===== config.mk =====
export PLATFORM = sky130hd
export DESIGN_NAME = exc_entry_ctrl
export DESIGN_NICKNAME = d
export VERILOG_FILES = /design/src/rtl/exc_entry_pkg.sv /design/src/rtl/exc_cause_decode.sv /design/src/rtl/exc_save_policy.sv /design/src/rtl/exc_status_next.sv /design/src/rtl/exc_entry_ctrl.sv
export SDC_FILE = /design/constraint.sdc
export NUM_CORES = 1
export LEC_CHECK = 0
export ABC_AREA = 1
export BUFFER_PORTS_ARGS = -buffer_cell sky130_fd_sc_hd__buf_4
export CAP_MARGIN = 0
export CORE_MARGIN = 5
export CORE_UTILIZATION = 45
export DETAILED_ROUTE_END_ITERATION = 10
export GPL_ROUTABILITY_DRIVEN = 0
export PLACE_DENSITY = 0.78
export SLEW_MARGIN = 20
export SYNTH_ARGS = -nofsm -noshare
export SYNTH_HDL_FRONTEND = slang
export SYNTH_SLANG_ARGS = --single-unit

===== constraint.sdc =====
create_clock -name clk -period 1.6 [get_ports clk]
set_input_delay 0.32 -clock clk [delete_from_list [all_inputs] [get_ports clk]]
set_output_delay 0.32 -clock clk [all_outputs]
set_load 0.005 [all_outputs]

===== src/rtl/exc_entry_pkg.sv =====
package exc_entry_pkg;
   typedef enum logic [2:0] {
      K_NONE, K_IRQ, K_MISS, K_PERM, K_FAULT, K_BREAK
   } exc_kind_e;

   localparam int unsigned ST_PIE = 0;
   localparam int unsigned ST_U   = 1;
   localparam int unsigned ST_EH  = 2;
   localparam int unsigned ST_IH  = 3;

   localparam int unsigned MF_WR  = 0;
   localparam int unsigned MF_DBL = 1;

   localparam int unsigned CAUSE_W   = 5;
   localparam int unsigned CAUSE_LSB = 2;

   localparam logic [CAUSE_W-1:0] CC_IRQ      = 5'd2;
   localparam logic [CAUSE_W-1:0] CC_TRAP     = 5'd3;
   localparam logic [CAUSE_W-1:0] CC_ILLEGAL  = 5'd5;
   localparam logic [CAUSE_W-1:0] CC_BREAK    = 5'd7;
   localparam logic [CAUSE_W-1:0] CC_SUP_ADDR = 5'd9;
   localparam logic [CAUSE_W-1:0] CC_SUP_INST = 5'd10;
   localparam logic [CAUSE_W-1:0] CC_SUP_DATA = 5'd11;
   localparam logic [CAUSE_W-1:0] CC_TLB_MISS = 5'd12;
   localparam logic [CAUSE_W-1:0] CC_TLB_RD   = 5'd13;
   localparam logic [CAUSE_W-1:0] CC_TLB_WR   = 5'd14;
   localparam logic [CAUSE_W-1:0] CC_TLB_EX   = 5'd15;
endpackage


===== src/rtl/exc_cause_decode.sv =====
module exc_cause_decode
   import exc_entry_pkg::*;
#(
   parameter bit HAS_MMU = 1'b1
) (
   input  logic [CAUSE_W-1:0] cause_i,
   output exc_kind_e          kind_o
);
   exc_kind_e core_kind;
   exc_kind_e tlb_kind;

   always_comb begin
      unique case (cause_i)
         CC_IRQ:                               core_kind = K_IRQ;
         CC_TRAP, CC_ILLEGAL,
         CC_SUP_ADDR, CC_SUP_INST, CC_SUP_DATA: core_kind = K_FAULT;
         CC_BREAK:                             core_kind = K_BREAK;
         default:                              core_kind = K_NONE;
      endcase
   end

   generate
      if (HAS_MMU) begin : g_mmu
         always_comb begin
            unique case (cause_i)
               CC_TLB_MISS:                    tlb_kind = K_MISS;
               CC_TLB_RD, CC_TLB_WR, CC_TLB_EX: tlb_kind = K_PERM;
               default:                        tlb_kind = K_NONE;
            endcase
         end
      end else begin : g_no_mmu
         assign tlb_kind = K_NONE;
      end
   endgenerate

   assign kind_o = (tlb_kind != K_NONE) ? tlb_kind : core_kind;
endmodule


===== src/rtl/exc_save_policy.sv =====
module exc_save_policy
   import exc_entry_pkg::*;
(
   input  exc_kind_e kind_i,
   input  logic      eh_i,
   input  logic      pie_i,
   output logic      accept_o,
   output logic      save_e_o,
   output logic      save_b_o,
   output logic      fast_vec_o,
   output logic      irq_o,
   output logic      mf_fast_o,
   output logic      mf_dbl_o,
   output logic      bad_o
);
   always_comb begin
      accept_o   = 1'b0;
      save_e_o   = 1'b0;
      save_b_o   = 1'b0;
      fast_vec_o = 1'b0;
      irq_o      = 1'b0;
      mf_fast_o  = 1'b0;
      mf_dbl_o   = 1'b0;
      bad_o      = 1'b0;
      unique case (kind_i)
         K_IRQ: begin
            accept_o = pie_i;
            save_e_o = 1'b1;
            irq_o    = 1'b1;
         end
         K_MISS: begin
            accept_o = 1'b1;
            if (!eh_i) begin
               save_e_o   = 1'b1;
               fast_vec_o = 1'b1;
               mf_fast_o  = 1'b1;
            end else begin
               mf_dbl_o = 1'b1;
            end
         end
         K_PERM: begin
            accept_o = 1'b1;
            save_e_o = 1'b1;
         end
         K_FAULT: begin
            accept_o = 1'b1;
            save_e_o = !eh_i;
         end
         K_BREAK: begin
            accept_o = 1'b1;
            save_b_o = !eh_i;
         end
         default: bad_o = 1'b1;
      endcase
   end
endmodule


===== src/rtl/exc_status_next.sv =====
module exc_status_next
   import exc_entry_pkg::*;
#(
   parameter int unsigned SW = 32
) (
   input  logic [SW-1:0] status_i,
   input  logic          irq_i,
   output logic [SW-1:0] status_o
);
   always_comb begin
      status_o         = status_i;
      status_o[ST_PIE] = 1'b0;
      status_o[ST_U]   = 1'b0;
      if (irq_i) status_o[ST_IH] = 1'b1;
      else       status_o[ST_EH] = 1'b1;
   end
endmodule


===== src/rtl/exc_entry_ctrl.sv =====
module exc_entry_ctrl
   import exc_entry_pkg::*;
#(
   parameter int unsigned AW         = 32,
   parameter int unsigned SW         = 32,
   parameter int unsigned CW         = 32,
   parameter int unsigned INSN_BYTES = 4,
   parameter bit          HAS_MMU    = 1'b1
) (
   input  logic                clk,
   input  logic                rst_n,
   input  logic                take_i,
   input  logic [CAUSE_W-1:0]  cause_i,
   input  logic [AW-1:0]       pc_i,
   input  logic [SW-1:0]       status_i,
   input  logic [AW-1:0]       gen_vec_i,
   input  logic [AW-1:0]       fast_miss_vec_i,
   output logic [SW-1:0]       status_o,
   output logic [SW-1:0]       estatus_o,
   output logic [SW-1:0]       bstatus_o,
   output logic [CW-1:0]       exc_reg_o,
   output logic [1:0]          miss_flags_o,
   output logic [AW-1:0]       ea_o,
   output logic [AW-1:0]       ba_o,
   output logic [AW-1:0]       next_pc_o,
   output logic                entry_o,
   output logic                unhandled_o
);
   localparam logic [AW-1:0] STEP = AW'(INSN_BYTES);

   generate
      if (SW < ST_IH + 1) begin : g_bad_sw
         $error("status width too small for the handler bits");
      end
      if (CW < CAUSE_LSB + CAUSE_W) begin : g_bad_cw
         $error("cause register too narrow for the cause field");
      end
      if (INSN_BYTES == 0) begin : g_bad_step
         $error("instruction step must be non-zero");
      end
   endgenerate

   exc_kind_e     kind;
   logic          acc, sv_e, sv_b, fast, irq, mf_fast, mf_dbl, bad;
   logic [SW-1:0] st_nxt;
   logic          go;
   logic [AW-1:0] ret_addr;

   exc_cause_decode #(.HAS_MMU(HAS_MMU)) u_dec (
      .cause_i (cause_i),
      .kind_o  (kind)
   );

   exc_save_policy u_pol (
      .kind_i     (kind),
      .eh_i       (status_i[ST_EH]),
      .pie_i      (status_i[ST_PIE]),
      .accept_o   (acc),
      .save_e_o   (sv_e),
      .save_b_o   (sv_b),
      .fast_vec_o (fast),
      .irq_o      (irq),
      .mf_fast_o  (mf_fast),
      .mf_dbl_o   (mf_dbl),
      .bad_o      (bad)
   );

   exc_status_next #(.SW(SW)) u_st (
      .status_i (status_i),
      .irq_i    (irq),
      .status_o (st_nxt)
   );

   assign go       = take_i && acc;
   assign ret_addr = pc_i + STEP;

   always_ff @(posedge clk) begin
      if (!rst_n) begin
         status_o     <= '0;
         estatus_o    <= '0;
         bstatus_o    <= '0;
         exc_reg_o    <= '0;
         miss_flags_o <= '0;
         ea_o         <= '0;
         ba_o         <= '0;
         next_pc_o    <= '0;
         entry_o      <= 1'b0;
         unhandled_o  <= 1'b0;
      end else begin
         entry_o     <= go;
         unhandled_o <= take_i && bad;
         if (go) begin
            status_o <= st_nxt;
            exc_reg_o[CAUSE_LSB +: CAUSE_W] <= cause_i;
            next_pc_o <= fast ? fast_miss_vec_i : gen_vec_i;
            if (sv_e) begin
               estatus_o <= status_i;
               ea_o      <= ret_addr;
            end
            if (sv_b) begin
               bstatus_o <= status_i;
               ba_o      <= ret_addr;
            end
            if (mf_fast) begin
               miss_flags_o[MF_DBL] <= 1'b0;
               miss_flags_o[MF_WR]  <= 1'b1;
            end
            if (mf_dbl) miss_flags_o[MF_DBL] <= 1'b1;
         end
      end
   end
endmodule


# ---- After elaboration in Yosys (flattened, before gate mapping)
# Cells that the tools add are included.
dict set report word_totals {
  regBits 199
  input_bits 136
  output_inout_bits 228
  elab_cells 59
}
dict set report classes {
  n_addsub 1
  n_eq_ne 16
  n_mux 17
  n_reduce_logical 14
}
# cell n
set op_table {}
lappend op_table {{$eq A5 B4 Y1 const B} 7}
lappend op_table {{$add A32 B3 Y32 const B} 1}
lappend op_table {{$mux W32} 1}
lappend op_table {{$eq A5 B2 Y1 const B} 2}
lappend op_table {{$eq A5 B3 Y1 const B} 2}
lappend op_table {{$mux W1} 10}
lappend op_table {{$reduce_or A5 Y1} 2}
lappend op_table {{$pmux W3 S3} 1}
lappend op_table {{$reduce_and A2 Y1} 4}
lappend op_table {{$eq A3 B2 Y1 const B} 2}
lappend op_table {{$eq A3 B3 Y1 const B} 2}
lappend op_table {{$pmux W2 S2} 1}
lappend op_table {{$reduce_or A4 Y1} 1}
lappend op_table {{$eq A3 B1 Y1 const B} 1}
lappend op_table {{$mux W3} 1}
lappend op_table {{$pmux W1 S3} 1}
lappend op_table {{$reduce_bool A3 Y1} 1}
lappend op_table {{$reduce_or A3 Y1} 1}
lappend op_table {{$logic_and A1 B1 Y1} 2}
lappend op_table {{$mux W2} 1}
lappend op_table {{$pmux W1 S2} 1}
lappend op_table {{$reduce_bool A2 Y1} 1}
lappend op_table {{$reduce_or A2 Y1} 1}
lappend op_table {{$logic_not A1 Y1} 1}

# ---- Longest topological paths before layout
# Gate-level depths: netlist of run 1.
dict set report logic_depth {
  word_depth 10
  depth_mapped 11
  depth_no_buf 11
}

# ---- By module
# Synthesis of run 1 repeated with hierarchy kept, for this count alone.
dict set report hier_totals {
  cells_unflattened 1255
  area_unflattened_um2 9068.7
}
# module instances cells_each area_each_um2
set by_module_without_submodules {}
lappend by_module_without_submodules {exc_entry_ctrl 1 1179 8637.0}
lappend by_module_without_submodules {exc_status_next 1 36 247.7}
lappend by_module_without_submodules {exc_save_policy 1 21 100.1}
lappend by_module_without_submodules {exc_cause_decode 1 19 83.8}

# ---- Worst setup path before layout of run 1
# No wires, ideal clock.
dict set report synth_timing {
  path_kind {input to register}
  start {input cause_i[4]}
  end {register next_pc_o[10]}
  arrival_time_ps 1361
  slack_ps 123
  stages 8
  n_path_buf 2
  path_cell_list {inv_1 -> nand4_4 -> nand4_2 -> nand2_2 -> buf_2 -> buf_2 -> o21ai_0 -> nor2_1}
}
dict set report synth_via {
  elab_chain_cells 9
  word_cells_on_any_way 27
  cone_classes {eq/ne: 16; mux: 6; reduce/logical: 5}
}
# element line
set synth_rtl {}
lappend synth_rtl {{start, declared} exc_entry_ctrl.sv:13} ;# input logic [CAUSE_W-1:0] cause_i,
lappend synth_rtl {{$eq A5 B4 Y1} exc_cause_decode.sv:25} ;# unique case (cause_i)
lappend synth_rtl {{$reduce_or A3 Y1} exc_cause_decode.sv:25}
lappend synth_rtl {{$pmux W2 S2} exc_cause_decode.sv:25}
lappend synth_rtl {{$reduce_bool A3 Y1} exc_cause_decode.sv:36} ;# assign kind_o = (tlb_kind != K_NONE) ? tlb_kind : core_kind;
lappend synth_rtl {{$mux W3 (*)} exc_cause_decode.sv:36}
lappend synth_rtl {{$eq A3 B2 Y1 or $eq A3 B3 Y1 (tied branches)} exc_save_policy.sv:25} ;# unique case (kind_i)
lappend synth_rtl {{$reduce_or A4 Y1 (no line)} --}
lappend synth_rtl {{$pmux W1 S2} exc_save_policy.sv:25}
lappend synth_rtl {{$logic_and A1 B1 Y1} exc_entry_ctrl.sv:74} ;# assign go = take_i && acc;
lappend synth_rtl {{end signal, assigned} exc_entry_ctrl.sv:95} ;# next_pc_o <= fast ? fast_miss_vec_i : gen_vec_i;
lappend synth_rtl {{end, declared} exc_entry_ctrl.sv:25} ;# output logic [AW-1:0] next_pc_o,
# Mark *: on every way between the ends. The rest lies on a longest branch, timed or not.
# A chain may end at the register's enable or synchronous reset.

# ---- Final worst setup path of run 1
dict set report layout_timing {
  start {input pc_i[2]}
  end {register ea_o[15]}
}
dict set report layout_via {
  elab_chain_cells 1
}
# element line
set layout_rtl {}
lappend layout_rtl {{start, declared} exc_entry_ctrl.sv:14} ;# input logic [AW-1:0] pc_i,
lappend layout_rtl {{$add A32 B3 Y32} exc_entry_ctrl.sv:75} ;# assign ret_addr = pc_i + STEP;
lappend layout_rtl {{end signal, assigned} exc_entry_ctrl.sv:98} ;# ea_o <= ret_addr;
lappend layout_rtl {{end, declared} exc_entry_ctrl.sv:23} ;# output logic [AW-1:0] ea_o,
# No other way between the ends.

==> Implementation_results.wiki, run 1 <==
{| class="wikitable"
! Metric !! Value
|-
| GR met3 Demand/Resource || 5.23%
|-
| Max Freq || 760 MHz
|-
| Count of hold-fix buffers inserted at cts || 0
|-
| Sequential cell area fraction in the yosys report || 45.6%
|-
| Fraction of final layout cells sized beyond drive strength 1 || 27.0%
|-
| Maximum VDD drop || 719 uV
|-
| Final standard cell area without fillers || 12400 sq um
|-
| Class of the most critical setup path || primary input to register
|-
| Final Max Slew Viols || 0
|-
| Critical path cell sequence || buf_4, buf_4, nand3_1, inv_1, nand2_1, nor2_1, xnor2_1, buf_4, nand3_1, nand2_1, nor2_1
|-
| Global-route wire length before repair || 43700 um
|-
| Number of standard cells after synthesis || 1277
|-
| Mapped Area || 8730 sq um
|-
| Fraction of synthesized area in multiplexers || 0%
|-
| Die ar. || 22300 sq um
|-
| Static leakage || 6.34 nW
|-
| Violation count after the first detailed-route iteration || 437
|-
| Most used routing layer || met2
|-
| Maximum number of pins on one net before global-route repair || 64
|-
| Post-CTS Setup Bufs || 0
|-
| Worst-path maximum fanout || 4
|-
| Core region area || 19300 sq um
|-
| DR vias || 9149
|-
| Number of endpoints failing setup at the final stage || 0
|-
| Met1 routing resource usage after global routing || 29.5%
|-
| Post-Synth XOR/XNOR Area || 1.40%
|-
| Post-detailed-route via-to-cell ratio || 4.81
|-
| Dominant combinational cell family by area after synthesis || simple AND/OR/NAND/NOR gates
|-
| Routed WL per cell || 15.0 um
|-
| Cell at the slowest stage of the critical path || nor2_1
|-
| Cts repair resizes || 0
|-
| Dominant cells by area after synthesis || dfxtp_1 46%, nor2_1 15%, nand2_1 13%, o21ai_0 6.4%, inv_1 3.3%
|-
| Root Driver || clkbuf_16
|-
| Number of nets still failing antenna checks after routing || 0
|-
| Final layout net count || 1760
|-
| CTS H-tree depth || 4
|-
| Run status || complete, no violations
|-
| Post-synthesis simple-gate area fraction || 32.7%
|-
| Post-synthesis register bit count || 199
|-
| Cell type with the highest aggregate area in the netlist || dfxtp_1
|-
| Fraction of the mapped netlist area in adder cells || 0.143%
|-
| Number of antenna violations at the first check in global routing || 0
|-
| Quantity of I/O buffers inserted on ports || 334
|-
| Number of global-route vias before repair || 8587
|-
| Reg clk slew, reported paths || 0.08 ns
|-
| Register Area || 3980 sq um
|-
| Power density over the cells || 896 nW/um^2
|-
| GRT met2 Usage || 42.7%
|-
| Number of top-level pins || 364
|-
| Layout Skew || 0 ns
|-
| Part of the cycle the worst path needs || 82.3%
|-
| Vertical die dimension || 149 um
|-
| Delay of the slowest cell on the worst path || 0.18 ns
|-
| Layout-stage area growth over the synthesis result || 42.2%
|-
| Multi-input combinational cell area || 3980 sq um
|-
| Maximum number of buffers from clock root to sink || 2
|-
| Fraction of post-synthesis cell area in the top cell type by area || 45.6%
|-
| Element type at the critical path start || primary input
|-
| Required time at the endpoint of the critical path || 1.92 ns
|-
| Gr ovfl total || 0
|-
| Type of element capturing the critical path || register
|-
| Post-synthesis compound-gate area fraction || 10.0%
|-
| Fill cell instance count of the final layout || 1766
|-
| Floorplan row count || 51
|-
| Starting density of the core || 45.3%
|-
| # DRC || 0
|-
| Number of synthesis warnings || 0
|-
| Detailed Place HPWL || 21600 um
|-
| CTS tree || done
|-
| Final Hold Vio Count || 0
|-
| Total number of clock tree sinks || 199
|-
| Count of cell types in the netlist || 34
|-
| Mapped Avg Cell Area || 6.84 sq um
|-
| Cts bufs inserted || 17
|-
| Endpoint arrival time on the critical path || 1.64 ns
|-
| Clock Latency Late Sink || 0.43 ns
|-
| Overall global routing resource usage || 24.4%
|-
| Detailed Route WL || 28500 um
|-
| Area post-placement || 11800 sq um
|-
| Number of violations of the max-capacitance limit || 0
|-
| Tightest Hold Check Type || primary input to register
|-
| Floorplan die width || 149 um
|-
| Time the worst path needs with I/O delays and setup || 1.32 ns
|-
| Cell with the most instances on the worst path || buf_4
|-
| Number of antenna repair diodes || 0
|-
| First-pass detailed-route iteration total || 5
|-
| RSZ-0062 raised after global routing || no
|-
| Sum of negative setup slack || 0 ns
|}
path summary, 6_finish.rpt:
kind | cells after the start | end | from | slack (ns)
worst min-delay path | 3 | bstatus_o[14]$_SDFFE_PN0P_ | status_i[14] | 0.11
worst max-delay path | 11 | ea_o[15]$_SDFFE_PN0P_ | pc_i[2] | 0.28
worst max register to register | 3 | ba_o[18]$_SDFFE_PN0P_ | ba_o[18]$_SDFFE_PN0P_ | 0.77
worst min register to register | 2 | exc_reg_o[6]$_SDFFE_PN0P_ | exc_reg_o[6]$_SDFFE_PN0P_ | 0.45
power by group:
part | switching, mW | internal [mW] | leakage [nW]
Combinational | 0.766 | 0.733 | 4.43
Clock | 2.24 | 2.15 | 0.300
Sequential | 0.0980 | 5.13 | 1.62
Total | 3.10 | 8.02 | 6.34
flip-flops by register name, summed over array words and instances, names as in the netlist:
| register | cells |
|---|---|
| ba_o | 32 |
| bstatus_o | 32 |
| ea_o | 32 |
| estatus_o | 32 |
| next_pc_o | 32 |
| status_o | 30 |
| exc_reg_o | 5 |
| miss_flags_o | 2 |
| entry_o | 1 |
| unhandled_o | 1 |
per-layer routing:
| metal | wire length (um) | share of wire [%] |
|---|---|---|
| met5 | 0 | 0 |
| met2 | 14100 | 49 |
| met4 | 833 | 2.9 |
| met3 | 1980 | 6.9 |
| met1 | 11600 | 41 |
cell type report:
| type | count | share of cell area (%) |
|---|---|---|
| Sequential cell | 199 | 32.1 |
| Multi-Input combinational cell | 927 | 32.0 |
| Timing Repair Buffer | 396 | 25.8 |
| Clock buffer | 17 | 3.43 |
| Tap cell | 265 | 2.67 |
| Inverter | 82 | 2.49 |
| Clock inverter | 15 | 1.53 |
stage by stage:
step / hold WS, ns / setup WS, ns / utilization, % / cells / power, mW
after floorplan: 0.410 / 0.123 / - / 1305 / 6.02
after global placement: 0.430 / -0.146 / 61.2 / 1869 / 6.82
after detailed placement: 0.436 / -0.134 / 61.2 / 1869 / 6.84
after CTS: 0.0955 / 0.306 / 64.4 / 1901 / 11.2
after global routing: 0.0971 / 0.109 / 64.4 / 1901 / 11.6
final: 0.112 / 0.284 / 64.4 / 1901 / 11.1
cells by family (layout without fill, tap and decap cells):
family                   count (synthesis)  count (layout)
AND/OR/NAND/NOR                        717             717
flip-flops                             199             199
buffers and inverters                  179             510
AO/OA/AOI/OAI                          166             166
XOR/XNOR                                14              14
adder cells (fa/ha/maj)                  1               1
other                                    1              29
layout by cell type (no fill, tap or decap):
| cell | Yosys | layout |
|---|---|---|
| buf_4 | 32 | 378 |
| nand3_1 | 30 | 30 |
| o21ai_0 | 112 | 112 |
| o21a_1 | 6 | 6 |
| nand3_4 | 1 | 1 |
| conb_1 | 1 | 29 |
| buf_12 | 0 | 18 |
| nor3_2 | 1 | 1 |
| inv_1 | 77 | 77 |
| o211ai_1 | 3 | 3 |
| clkbuf_16 | 0 | 17 |
| a21oi_1 | 18 | 18 |
| nand3b_1 | 8 | 8 |
| clkinv_2 | 1 | 2 |
| nand2_2 | 2 | 2 |
| inv_12 | 0 | 2 |
| ha_1 | 1 | 1 |
| xor2_1 | 10 | 10 |
| o21ai_1 | 18 | 18 |
| nand4_2 | 1 | 1 |
| clkinv_8 | 0 | 5 |
| nor3_4 | 1 | 1 |
| or2_2 | 2 | 2 |
| o21bai_1 | 9 | 9 |
| inv_8 | 0 | 4 |
| xnor2_1 | 4 | 4 |
| nand4_4 | 1 | 1 |
| nand4_1 | 5 | 5 |
| nor3_1 | 8 | 8 |
| inv_2 | 4 | 4 |
| nor2_1 | 358 | 358 |
| inv_6 | 0 | 2 |
| nand2_1 | 297 | 297 |
| dfxtp_1 | 199 | 199 |
| clkinv_4 | 0 | 1 |
| nor3b_1 | 2 | 2 |
worst max-delay path: cells and delay by family:
family | cells | cell delay [ns]
and+or+nand+nor | 6 | 0.61
buffers and inverters | 4 | 0.51
xor gates and xnor gates | 1 | 0.18
synthesized netlist by cell type (all sizes together):
cell type  instances
buf               68
xor2              10
xnor2              4
nor2             358
o21ai            130
nand2            299
dfxtp            199
nor3              10
clkinv             1
nand4              7
o21bai             9
nand3b             8
or2                2
nor3b              2
o211ai             3
ha                 1
inv               81
nand3             31
o21a               6
conb               1
a21oi             18
clkbuf            29
(Power assumes the default switching activity.)
==> inputs of run 2 (changes only) <==
--- a/config.mk
+++ b/config.mk
@@ -5,11 +5,11 @@
 export SDC_FILE = /design/constraint.sdc
 export NUM_CORES = 1
 export LEC_CHECK = 0
-export ABC_AREA = 1
+export ABC_AREA = 0
 export BUFFER_PORTS_ARGS = -buffer_cell sky130_fd_sc_hd__buf_4
 export CAP_MARGIN = 0
 export CORE_MARGIN = 5
-export CORE_UTILIZATION = 45
+export CORE_UTILIZATION = 43
 export DETAILED_ROUTE_END_ITERATION = 10
 export GPL_ROUTABILITY_DRIVEN = 0
 export PLACE_DENSITY = 0.78
==> constraint.sdc (replaced) <==
create_clock -name clk -period 1.15 [get_ports clk]
set_input_delay 0.23 -clock clk [delete_from_list [all_inputs] [get_ports clk]]
set_output_delay 0.23 -clock clk [all_outputs]
set_load 0.005 [all_outputs]
==> Implementation_results.wiki, run 2 <==
{| class="wikitable"
! Metric !! Value
|-
| Run status || finished with violations (was complete, no violations)
|-
| Failing checks || negative setup slack
|-
| Final setup margin || -0.380 ns (was 0.284 ns)
|-
| Vertical die dimension || 150 um (was 149 um)
|-
| Total number of clock tree sinks || 199 (unchanged)
|-
| Quantity of I/O buffers inserted on ports || 334 (unchanged)
|-
| Max Freq || 654 MHz
|-
| Layout-stage area growth over the synthesis result || 80.5% (was 42.2%)
|-
| Tightest Hold Check Type || primary input to register (unchanged)
|-
| Number of standard cells after synthesis || 945 (was 1277)
|-
| # DRC || 0 (unchanged)
|-
| Clock Latency Late Sink || 0.43 ns (about the same)
|-
| Mapped Area || 8390 sq um (was 8730 sq um)
|-
| Final worst hold slack || 0.0573 ns (was 0.112 ns)
|-
| Worst hold path cell count || 3 (unchanged)
|-
| Library cell with the highest instance count after synthesis || nand2_1 (was nor2_1)
|-
| Commonest cells after routing, fill and taps aside || 394 x buf_4, 181 x nand2_1, 132 x dfxtp_2 (was 378 x buf_4, 358 x nor2_1, 297 x nand2_1)
|-
| Post-synthesis register bit count || 199 (unchanged)
|-
| Fraction of final layout cells sized beyond drive strength 1 || 62.3% (was 27.0%)
|-
| Detailed Route WL || 36900 um (was 28500 um)
|-
| Top layer in use || met4 (unchanged)
|-
| Power density over the cells || 1060 nW/um^2 (was 896 nW/um^2)
|-
| Static leakage || 7.13 nW (was 6.34 nW)
|-
| Number of synthesis warnings || 0 (unchanged)
|-
| Primary flip-flop cell chosen by synthesis mapping || dfxtp_1 (unchanged)
|-
| CTS H-tree depth || 4 (unchanged)
|-
| Mapped Avg Cell Area || 8.87 sq um (was 6.84 sq um)
|-
| Met3 routed WL || 3240 um (was 1980 um)
|-
| Share of flip-flops with an asynchronous set or reset || 0% (unchanged)
|-
| Cts bufs inserted || 17 (unchanged)
|-
| Number of flops mapped to enable cells by yosys || 0 (unchanged)
|-
| Number of antenna repair diodes || 0 (unchanged)
|-
| Final layout net count || 1550 (was 1760)
|-
| Post-layout total power || 16.0 mW (was 11.1 mW)
|-
| First-pass detailed-route iteration total || 5 (unchanged)
|-
| Required time at the endpoint of the critical path || 1.45 ns (was 1.92 ns)
|-
| Layout Skew || 0 ns (unchanged)
|-
| DR vias || 9227 (was 9149)
|-
| Die ar. || 22400 sq um (was 22300 sq um)
|-
| Maximum number of pins on one net before global-route repair || 82 (was 64)
|-
| Number of violations of the max-capacitance limit || 0 (unchanged)
|-
| Number of nets still failing antenna checks after routing || 0 (unchanged)
|-
| Setup Slack @ Placement || -0.749 ns (was -0.134 ns)
|-
| Number of global-route vias before repair || 8259 (was 8587)
|-
| Global-route wire length before repair || 44400 um (was 43700 um)
|-
| Number of top-level pins || 364 (unchanged)
|-
| Leading cell types by count after synthesis || 274 x nand2_1, 199 x dfxtp_1, 101 x a21boi_0 (was 358 x nor2_1, 297 x nand2_1, 199 x dfxtp_1)
|-
| Part of the cycle the worst path needs || 133%
|-
| Post-detailed-route via-to-cell ratio || 5.46 (was 4.81)
|-
| Worst-path maximum fanout || 8 (was 4)
|-
| Starting density of the core || 43.4% (was 45.3%)
|-
| Maximum number of buffers from clock root to sink || 2 (unchanged)
|-
| Final Max Slew Viols || 0 (unchanged)
|-
| Time the worst path needs with I/O delays and setup || 1.53 ns
|-
| Sequential cell area fraction in the yosys report || 47.5% (was 45.6%)
|-
| RSZ-0062 raised after global routing || yes (was no)
|-
| Gr ovfl total || 0 (unchanged)
|-
| Violation count after the first detailed-route iteration || 498 (was 437)
|-
| Routed WL per cell || 21.8 um (was 15.0 um)
|-
| Detailed Place HPWL || 19800 um (was 21600 um)
|-
| Cell type with the highest aggregate area in the netlist || dfxtp_1 (unchanged)
|-
| Count of cell types in the netlist || 40 (was 34)
|-
| Overall global routing resource usage || 25.0% (was 24.4%)
|-
| Reg clk slew, reported paths || 0.08 ns (about the same)
|-
| Sum of negative setup slack || -45.98 ns (was 0 ns)
|-
| Class of the most critical setup path || primary input to register (unchanged)
|-
| Maximum VDD drop || 1030 uV (was 719 uV)
|-
| Worst R2R Path Depth || 3 (unchanged)
|-
| Number of antenna violations at the first check in global routing || 0 (unchanged)
|-
| Final Hold Vio Count || 0 (unchanged)
|-
| Type of element capturing the critical path || register (unchanged)
|-
| Number of endpoints failing setup at the final stage || 209 (was 0)
|-
| Core region area || 19300 sq um (about the same)
|-
| Dominant cells by area after synthesis || dfxtp_1 48%, nand2_1 12%, a21boi_0 9.0%, o211a_1 7.5%, mux2i_1 3.9% (was dfxtp_1 46%, nor2_1 15%, nand2_1 13%, o21ai_0 6.4%, inv_1 3.3%)
|-
| Floorplan die width || 150 um (was 149 um)
|-
| Endpoint arrival time on the critical path || 1.83 ns (was 1.64 ns)
|-
| M1 wire length || 13600 um (was 11600 um)
|-
| Fraction of post-synthesis cell area in the top cell type by area || 47.5% (was 45.6%)
|-
| Root Driver || clkbuf_16 (unchanged)
|-
| Floorplan row count || 51 (unchanged)
|-
| Element type at the critical path start || primary input (unchanged)
|-
| Routed length on met2 || 18600 um (was 14100 um)
|-
| CTS tree || done (unchanged)
|-
| Most frequent standard cell in the layout excluding fill and tap cells || buf_4 (unchanged)
|}
==> run 2: cell count changes after synthesis, moves of 9 or more <==
cell and change:
nor2_1 -352, nand2_1 -23, o21ai_0 -84, nor4_1 +11, nand3_1 -20, a21boi_0 +101
o211a_1 +63, a21oi_1 +11, xnor2_1 +11, buf_2 +17, o21bai_1 -9, inv_1 -73
mux2i_1 +33, o21ai_1 -18
==> run 2: where the power goes <==
group	leakage, nW	switching (mW)	total (mW)	internal, mW
clock network	0.278	3.02	5.91	2.89
logic	5.17	1.27	2.76	1.50
registers	1.68	0.166	7.31	7.15
==> run 2: worst max-delay path: stages <==
cell       delay (ns)
buf_8            0.10
nand2b_4         0.14
a211o_1          0.29
buf_4            0.14
or4_4            0.52
clkbuf_16        0.22
nand2_1          0.09
a21boi_1         0.09
==> run 2: logic make-up after synthesis <==
| kind of cell | Yosys count | synth area share (%) |
|---|---|---|
| other cells | 1 | 0.0447 |
| mux | 34 | 4.07 |
| flops | 199 | 47.5 |
| fa+ha+maj | 2 | 0.269 |
| xor+xnor | 28 | 2.92 |
| compound gates | 229 | 20.7 |
| buf+inv | 106 | 6.79 |
| simple gates | 346 | 17.7 |
==> run 2: repair_timing <==
action                     in CTS  in global routing
hold buffers                    0                  0
cloned                         15                 21
buffers inserted               20                 45
pin swaps                      22                 75
setup endpoints to repair     210                339
resized for setup             106                463
==> run 2: final timing paths <==
path,from,end,slack (ns)
setup / recovery,cause_i[2],bstatus_o[27]$_SDFFE_PN0P_,-0.38
hold / removal,pc_i[0],ea_o[0]$_SDFFE_PN0P_,0.06
setup reg to reg,ba_o[21]$_SDFFE_PN0P_,ba_o[21]$_SDFFE_PN0P_,0.38
hold reg to reg,status_o[7]$_SDFFE_PN0P_,status_o[7]$_SDFFE_PN0P_,0.45
==> run 2: stage by stage <==
step	area, sq um	cells	utilization, %
after global placement	11800	1565	61.0
after global routing	15100	1691	78.3
after detailed placement	11800	1565	61.0
final	15100	1691	78.3
after CTS	13300	1632	68.6
after floorplan	8780	973	-
==> run 2: area by class of cell <==
type                            instances  area, sq um
Multi-Input combinational cell        668         4990
Fill cell                            1103         4200
Inverter                                4         15.0
Sequential cell                       199         4170
Tap cell                              265          332
Clock buffer                           18          429
Clock inverter                         14          141
Timing Repair Buffer                  523         5060
==> run 2: metal layers <==
| metal | vias to the layer above | global-route usage [%] |
|---|---|---|
| li1 | 4121 | - |
| met1 | 4456 | 30.8 |
| met2 | 527 | 41.9 |
| met3 | 123 | 7.54 |
| met4 | 0 | 8.38 |
| met5 | - | 0 |
